## src/rtl/synth_pkg.sv

```systemverilog
package synth_pkg;

    // Outcome of one completed phase comparison
    typedef enum logic [1:0] {
        CMP_IDLE = 2'd0,
        CMP_GOOD = 2'd1,
        CMP_BAD  = 2'd2
    } cmp_kind_e;

    // Charge-pump request pair
    typedef struct packed {
        logic up;
        logic dn;
    } pump_req_t;

    function automatic logic pump_both(input pump_req_t r);
        return r.up & r.dn;
    endfunction

    function automatic logic pump_single(input pump_req_t r);
        return r.up ^ r.dn;
    endfunction

endpackage

```

## src/rtl/tick_divider.sv

```systemverilog
module tick_divider #(
    parameter int CW = 15
) (
    input  logic          clk,
    input  logic          rst,
    input  logic          tick,
    input  logic [CW-1:0] load,
    output logic          term
);
    logic [CW-1:0] cnt;

    // cnt <= 1 marks the last tick of a period; reload samples load only there
    always_ff @(posedge clk) begin
        if (rst) begin
            cnt  <= '0;
            term <= 1'b0;
        end else begin
            term <= 1'b0;
            if (tick) begin
                if (cnt <= CW'(1)) begin
                    cnt  <= load;
                    term <= 1'b1;
                end else begin
                    cnt <= cnt - CW'(1);
                end
            end
        end
    end


    term_after_tick_chk: assert property (@(posedge clk) disable iff (rst)
        term |-> $past(tick));


    no_early_term_chk: assert property (@(posedge clk) disable iff (rst)
        (term && $past(load) > CW'(1)) |=> !term);

endmodule

```

## src/rtl/phase_detector.sv

```systemverilog
module phase_detector
    import synth_pkg::*;
#(
    parameter int LOCK_THRESH = 4
) (
    input  logic      clk,
    input  logic      rst,
    input  logic      fcomp_p,
    input  logic      fpd_p,
    output pump_req_t req,
    output cmp_kind_e cmp
);
    localparam int WW = $clog2(LOCK_THRESH + 2);
    localparam logic [WW-1:0] WMAX = WW'(LOCK_THRESH + 1);
    localparam logic [WW-1:0] WLIM = WW'(LOCK_THRESH);

    logic [WW-1:0] wcnt;

    always_ff @(posedge clk) begin
        if (rst) begin
            req  <= '0;
            wcnt <= '0;
        end else if (pump_both(req)) begin
            req  <= '0;
            wcnt <= '0;
        end else begin
            if (fcomp_p) req.up <= 1'b1;
            if (fpd_p)   req.dn <= 1'b1;
            if (pump_single(req) && wcnt != WMAX) wcnt <= wcnt + WW'(1);
        end
    end

    always_comb begin
        if (!pump_both(req))   cmp = CMP_IDLE;
        else if (wcnt <= WLIM) cmp = CMP_GOOD;
        else                   cmp = CMP_BAD;
    end


    both_once_chk: assert property (@(posedge clk) disable iff (rst)
        pump_both(req) |=> !pump_both(req));


    up_cause_chk: assert property (@(posedge clk) disable iff (rst)
        $rose(req.up) |-> $past(fcomp_p));


    dn_cause_chk: assert property (@(posedge clk) disable iff (rst)
        $rose(req.dn) |-> $past(fpd_p));

endmodule

```

## src/rtl/lock_detector.sv

```systemverilog
module lock_detector
    import synth_pkg::*;
#(
    parameter int LOCK_COUNT = 8
) (
    input  logic      clk,
    input  logic      rst,
    input  cmp_kind_e cmp,
    output logic      lock
);
    localparam int GW = $clog2(LOCK_COUNT + 1);
    localparam logic [GW-1:0] GLAST = GW'(LOCK_COUNT - 1);

    logic [GW-1:0] good_cnt;

    always_ff @(posedge clk) begin
        if (rst) begin
            good_cnt <= '0;
            lock     <= 1'b0;
        end else begin
            case (cmp)
                CMP_GOOD: begin
                    if (good_cnt == GLAST) lock <= 1'b1;
                    else                   good_cnt <= good_cnt + GW'(1);
                end
                CMP_BAD: begin
                    good_cnt <= '0;
                    lock     <= 1'b0;
                end
                default: ;
            endcase
        end
    end


    lock_rise_chk: assert property (@(posedge clk) disable iff (rst)
        $rose(lock) |-> $past(cmp == CMP_GOOD));


    bad_clears_chk: assert property (@(posedge clk) disable iff (rst)
        (cmp == CMP_BAD) |=> !lock);

endmodule

```

## src/rtl/synth_pll_core.sv

```systemverilog
module synth_pll_core
    import synth_pkg::*;
#(
    parameter int RATIO_W     = 15,
    parameter int LO_W        = 8,
    parameter int REF_LOG2    = 9,
    parameter int LOCK_THRESH = 4,
    parameter int LOCK_COUNT  = 8
) (
    input  logic                    clk,
    input  logic                    rst,
    input  logic                    rf_tick_i,
    input  logic                    ref_tick_i,
    input  logic [RATIO_W-LO_W-1:0] ratio_hi_i,
    input  logic [LO_W-1:0]         ratio_lo_i,
    input  logic                    ref_sel_i,
    output logic                    up_o,
    output logic                    dn_o,
    output logic                    lock_o,
    output logic                    fpd_o,
    output logic                    fpd_half_o,
    output logic                    fcomp_o
);
    localparam int REF_CW = REF_LOG2 + 2;
    localparam logic [REF_CW-1:0] REF_SHORT = REF_CW'(1) << REF_LOG2;
    localparam logic [REF_CW-1:0] REF_LONG  = REF_CW'(1) << (REF_LOG2 + 1);

    logic [RATIO_W-1:0] ratio;
    logic [REF_CW-1:0]  ref_load;
    logic               fpd_p;
    logic               fcomp_p;
    logic               half_q;
    pump_req_t          req;
    cmp_kind_e          cmp;

    assign ratio    = {ratio_hi_i, ratio_lo_i};
    assign ref_load = ref_sel_i ? REF_SHORT : REF_LONG;

    tick_divider #(.CW(RATIO_W)) u_prog_div (
        .clk (clk),
        .rst (rst),
        .tick(rf_tick_i),
        .load(ratio),
        .term(fpd_p)
    );

    tick_divider #(.CW(REF_CW)) u_ref_div (
        .clk (clk),
        .rst (rst),
        .tick(ref_tick_i),
        .load(ref_load),
        .term(fcomp_p)
    );

    always_ff @(posedge clk) begin
        if (rst)        half_q <= 1'b0;
        else if (fpd_p) half_q <= ~half_q;
    end

    phase_detector #(.LOCK_THRESH(LOCK_THRESH)) u_pfd (
        .clk    (clk),
        .rst    (rst),
        .fcomp_p(fcomp_p),
        .fpd_p  (fpd_p),
        .req    (req),
        .cmp    (cmp)
    );

    lock_detector #(.LOCK_COUNT(LOCK_COUNT)) u_lock (
        .clk (clk),
        .rst (rst),
        .cmp (cmp),
        .lock(lock_o)
    );

    assign up_o       = req.up;
    assign dn_o       = req.dn;
    assign fpd_o      = fpd_p;
    assign fcomp_o    = fcomp_p;
    assign fpd_half_o = half_q;


    half_toggle_chk: assert property (@(posedge clk) disable iff (rst)
        (half_q != $past(half_q)) |-> $past(fpd_p));

endmodule

```

## config.mk

```make
export PLATFORM = sky130hd
export DESIGN_NAME = synth_pll_core
export DESIGN_NICKNAME = d
export VERILOG_FILES = /design/src/rtl/synth_pkg.sv /design/src/rtl/tick_divider.sv /design/src/rtl/phase_detector.sv /design/src/rtl/lock_detector.sv /design/src/rtl/synth_pll_core.sv
export SDC_FILE = /design/constraint.sdc
export NUM_CORES = 1
export LEC_CHECK = 0
export BUFFER_PORTS_ARGS = -buffer_cell sky130_fd_sc_hd__buf_4
export CELL_PAD_IN_SITES_DETAIL_PLACEMENT = 1
export CELL_PAD_IN_SITES_GLOBAL_PLACEMENT = 2
export CORE_MARGIN = 2
export CORE_UTILIZATION = 34
export CTS_CLUSTER_SIZE = 24
export DETAILED_ROUTE_END_ITERATION = 8
export MAX_ROUTING_LAYER = met4
export PLACE_DENSITY_LB_ADDON = 0.1
export REMOVE_ABC_BUFFERS = 1
export SLEW_MARGIN = 10
export SYNTH_ARGS = -nofsm -noshare
export SYNTH_HDL_FRONTEND = slang
export SYNTH_SLANG_ARGS = --single-unit
```

## constraint.sdc

```tcl
create_clock -name clk -period 2.7 [get_ports clk]
set_input_delay 0.27 -clock clk [delete_from_list [all_inputs] [get_ports clk]]
set_output_delay 0.27 -clock clk [all_outputs]
set_load 0.02 [all_outputs]
```

==> flow_metrics.py <==
metrics = {
    "critical_path": {
        "arrival_ns": 2.47,
        "cp-end-kind": "register",
        "worst-path-stages": 7,
        "r2r_setup_slack_ns": 0.45,
        "crit_buf_inv": 2,
        "path_max_fanout": 10,
        "reg2reg_from": "u_prog_div.cnt[1]",
        "slowest_stage": "or4_1",
        "r2r-end": "u_prog_div.cnt[5]",
        "worstSetupPathType": "reg -> reg",
        "cp-start-kind": "register",
        "crit_family": "simple AND/OR/NAND/NOR gates",
        "crit_path_cell_trace": "inv_1 -> ha_1 -> o2111a_1 -> and2_1 -> buf_4 -> or4_1 -> a31oi_1",
        "reg2regPathDepth": 7,
        "cp_slowest_stage_delay_ns": 0.47,
        "required_ns": 2.92,
    },
    "clock_network": {
        "cts.sinks": 39,
        "cts_root_buf": "clkbuf_8",
        "cts_resized": 0,
        "postCtsSetupBuffers": 0,
        "worst_skew_pair.late_latency_ns": 0.30,
        "cts_made_buffers": 5,
        "h-tree-depth": 2,
        "hold_buffers": 0,
        "clk_pin_slew_ns": 0.08,
        "clockBufferDepth": 2,
        "cts_tree": "built",
    },
    "die": {
        "fp.dieArea_um2": 6610,
        "rows": 28,
        "coreArea_um2": 5850,
        "dieHeight_um": 81.3,
        "start_util": 0.347,
        "io_pins": 26,
        "fp.dieW_um": 81.3,
    },
    "detailed_routing": {
        "ant_nets": 0,
        "vias_per_cell": 5.33,
        "dr.pass1.iters": 4,
        "wl_per_cell_um": 14.8,
        "drc_errors": 0,
        "vias": 1844,
        "wl_um": 5120,
        "drtIter0Drc": 91,
    },
    "hold_path": {
        "min_to": "u_ref_div.cnt[1]",
        "hold_path_depth": 2,
        "hold_start": "ref_tick_i",
        "hp-class": "in -> reg",
    },
    "timing": {
        "fmaxAchievable_ghz": 0.444,
        "slew_violations": 0,
        "tightest_slew_ns": 0.595,
        "fin_worst_skew_ns": 0.00529,
        "rsz0062_at_grt": "false",
        "layout_min_cycle_time_ns": 2.25,
        "finalSetupViolations": 0,
        "setup_tns_ns": 0,
        "hold_viol_final": 0,
        "maxSlewHeadroom": 0.600,
        "period_share": 0.835,
    },
    "logic_synthesis": {
        "synthArstFlopShare": 0,
        "synthAdderAreaFrac": 0.0555,
        "syn_area_per_cell_um2": 8.36,
        "yosys_warnings": 0,
        "yosysSeqAreaShare": 0.384,
        "synth_top_area_cell": "dfxtp_1",
        "syn_area_um2": 2030,
        "synthCells": 243,
        "yosys.area.top_type_share": 0.384,
        "synth_top_family_by_area": "simple AND/OR/NAND/NOR gates",
        "ys_ff_latch": 39,
        "synth_cell_type_count": 50,
        "yosys.area_share.simple": 0.260,
        "synth-main-ff-cell": "dfxtp_1",
        "synthMuxAreaShare": 0.0148,
        "synth_xor_area_frac": 0.0431,
        "ys_top_cells_by_area": "dfxtp_1 38%, ha_1 5.5%, nor2_1 4.8%, a21oi_1 4.2%, xnor2_1 3.0%",
        "synth_edf_count": 0,
        "synth-compound-area-share": 0.191,
    },
    "cells_and_area": {
        "final_area_um2": 2410,
        "layout.nets": 299,
        "drive_gt1_frac": 0.166,
        "antennaDiodeCount": 0,
        "area_growth_pct": 18.5,
        "layout_commonest_cell": "dfxtp_1",
        "instances_no_fill": 346,
        "n_fill_cell": 710,
        "final_cell_mix": "39 x dfxtp_1, 30 x buf_4, 26 x nor2_1, 17 x a21oi_1, 16 x nand2_1",
    },
    "power_and_ir_drop": {
        "p_sw_mw": 1.22,
        "p_leak_nw": 0.947,
        "p_int_mw": 1.68,
        "power_frac_seq": 0.325,
        "pwr-share-clk": 0.172,
        "ir_drop_mv": 0.497,
        "cellPowerDensity_nw_per_um2": 1200,
        "switching_share": 0.420,
        "p_comb_frac": 0.503,
    },
    "grt": {
        "grt.total_usage": 0.179,
        "grt_max_degree": 29,
        "grt_overflow_total": 0,
        "grt_pass1_vias": 1837,
        "antenna_found_initial": 0,
        "grt_pass1_wl_um": 8800,
    },
    "placed_design": {
        "hpwl_um": 3690,
        "place_area_um2": 2290,
        "dp_cells": 338,
        "gp_congestion": 0.778,
        "io_buffers": 25,
    },
    "flow_run": {
        "maxCapViolations": 0,
    },
    "outcome": {
        "status": "finished clean",
    },
}
## area by class of cell
cell class | count | area [um^2] | share of cell area
clock buffers | 5 | 68.8 | 0.0286
clock inverters | 3 | 43.8 | 0.0182
inverters | 13 | 48.8 | 0.0203
multi-input cells | 181 | 1150 | 0.476
flip-flops and latches | 39 | 781 | 0.324
well taps | 75 | 93.8 | 0.0390
repair buffers | 30 | 225 | 0.0936
## Yosys cell counts, types with 2 or more instances
| cell type | instances |
|---|---|
| nand3b_1 | 2 |
| buf_4 | 2 |
| nand2_1 | 16 |
| xor2_1 | 3 |
| clkbuf_1 | 7 |
| a211oi_1 | 3 |
| a2111oi_0 | 2 |
| dfxtp_1 | 39 |
| ha_1 | 9 |
| a31oi_1 | 5 |
| o32ai_1 | 2 |
| xnor2_1 | 7 |
| nor2_1 | 26 |
| nand4_1 | 5 |
| and2_1 | 3 |
| nand3_1 | 12 |
| or4_4 | 2 |
| or3_1 | 7 |
| inv_1 | 13 |
| a21oi_1 | 17 |
| o21ai_0 | 8 |
| nand2b_1 | 2 |
| nor4_1 | 3 |
| o22ai_1 | 3 |
| o31ai_1 | 3 |
| mux2i_1 | 3 |
| o211ai_1 | 2 |
| nor3_1 | 12 |
| and3_1 | 4 |
## state kept, by name, indices dropped and copies added (netlist names)
| name | flops |
|---|---|
| fpd_half_o | 1 |
| u_prog_div.term | 1 |
| u_lock.good_cnt | 4 |
| u_lock.lock | 1 |
| u_ref_div.term | 1 |
| u_pfd.req | 2 |
| u_prog_div.cnt | 15 |
| u_ref_div.cnt | 11 |
| u_pfd.wcnt | 3 |
## how the worst max path moves through the flow
stage,end,start,slack [ns]
final,u_prog_div.cnt[5],u_prog_div.cnt[1],0.45
after global routing,u_prog_div.cnt[5],u_prog_div.cnt[1],0.26
after CTS,u_prog_div.cnt[5],u_prog_div.cnt[1],0.44
after detailed placement,u_prog_div.cnt[5],u_prog_div.cnt[1],0.48
after global placement,u_ref_div.cnt[1],u_ref_div.cnt[2],0.57
after floorplan,u_ref_div.cnt[1],u_ref_div.cnt[2],0.73
## metal layers
layer	routed length, um	GRT usage	vias up
met4	65	0.0559	0
met3	145	0.0378	4
li1	-	-	940
met2	2220	0.269	19
met1	2690	0.239	881
met5	0	-	-
## per-stage QoR
step / utilization / hold WS, ns / total power [mW] / setup slack, ns
2_1_floorplan: - / 0.339 / 1.95 / 0.728
3_3_place_gp: 0.392 / 0.459 / 2.40 / 0.570
3_5_place_dp: 0.392 / 0.467 / 2.41 / 0.481
4_1_cts: 0.411 / 0.192 / 2.93 / 0.441
5_1_grt: 0.411 / 0.204 / 3.16 / 0.260
6_report: 0.411 / 0.206 / 2.90 / 0.446
## cell families (layout without fill, tap and decap cells)
kind of cell / Yosys count / after routing
AND/OR/NAND/NOR: 102 / 102
AO/OA/AOI/OAI: 57 / 57
flip-flops: 39 / 39
buffers and inverters: 23 / 51
XOR/XNOR: 10 / 10
adder cells (fa/ha/maj): 9 / 9
multiplexers: 3 / 3
## power groups by stage
| stage | registers, mW | logic (mW) | clock network, mW |
|---|---|---|---|
| after floorplan | 0.927 | 1.02 | 0 |
| after global placement | 0.950 | 1.45 | 0 |
| after detailed placement | 0.952 | 1.46 | 0 |
| after CTS | 0.941 | 1.47 | 0.524 |
| after global routing | 0.974 | 1.64 | 0.548 |
| final | 0.941 | 1.46 | 0.499 |
## worst register-to-register path: stages (launching register included)
cell      delay, ns
dfxtp_1        0.37
inv_1          0.08
ha_1           0.25
o2111a_1       0.37
and2_1         0.28
buf_4          0.21
or4_1          0.47
a31oi_1        0.15
(Power assumes the default switching activity.)
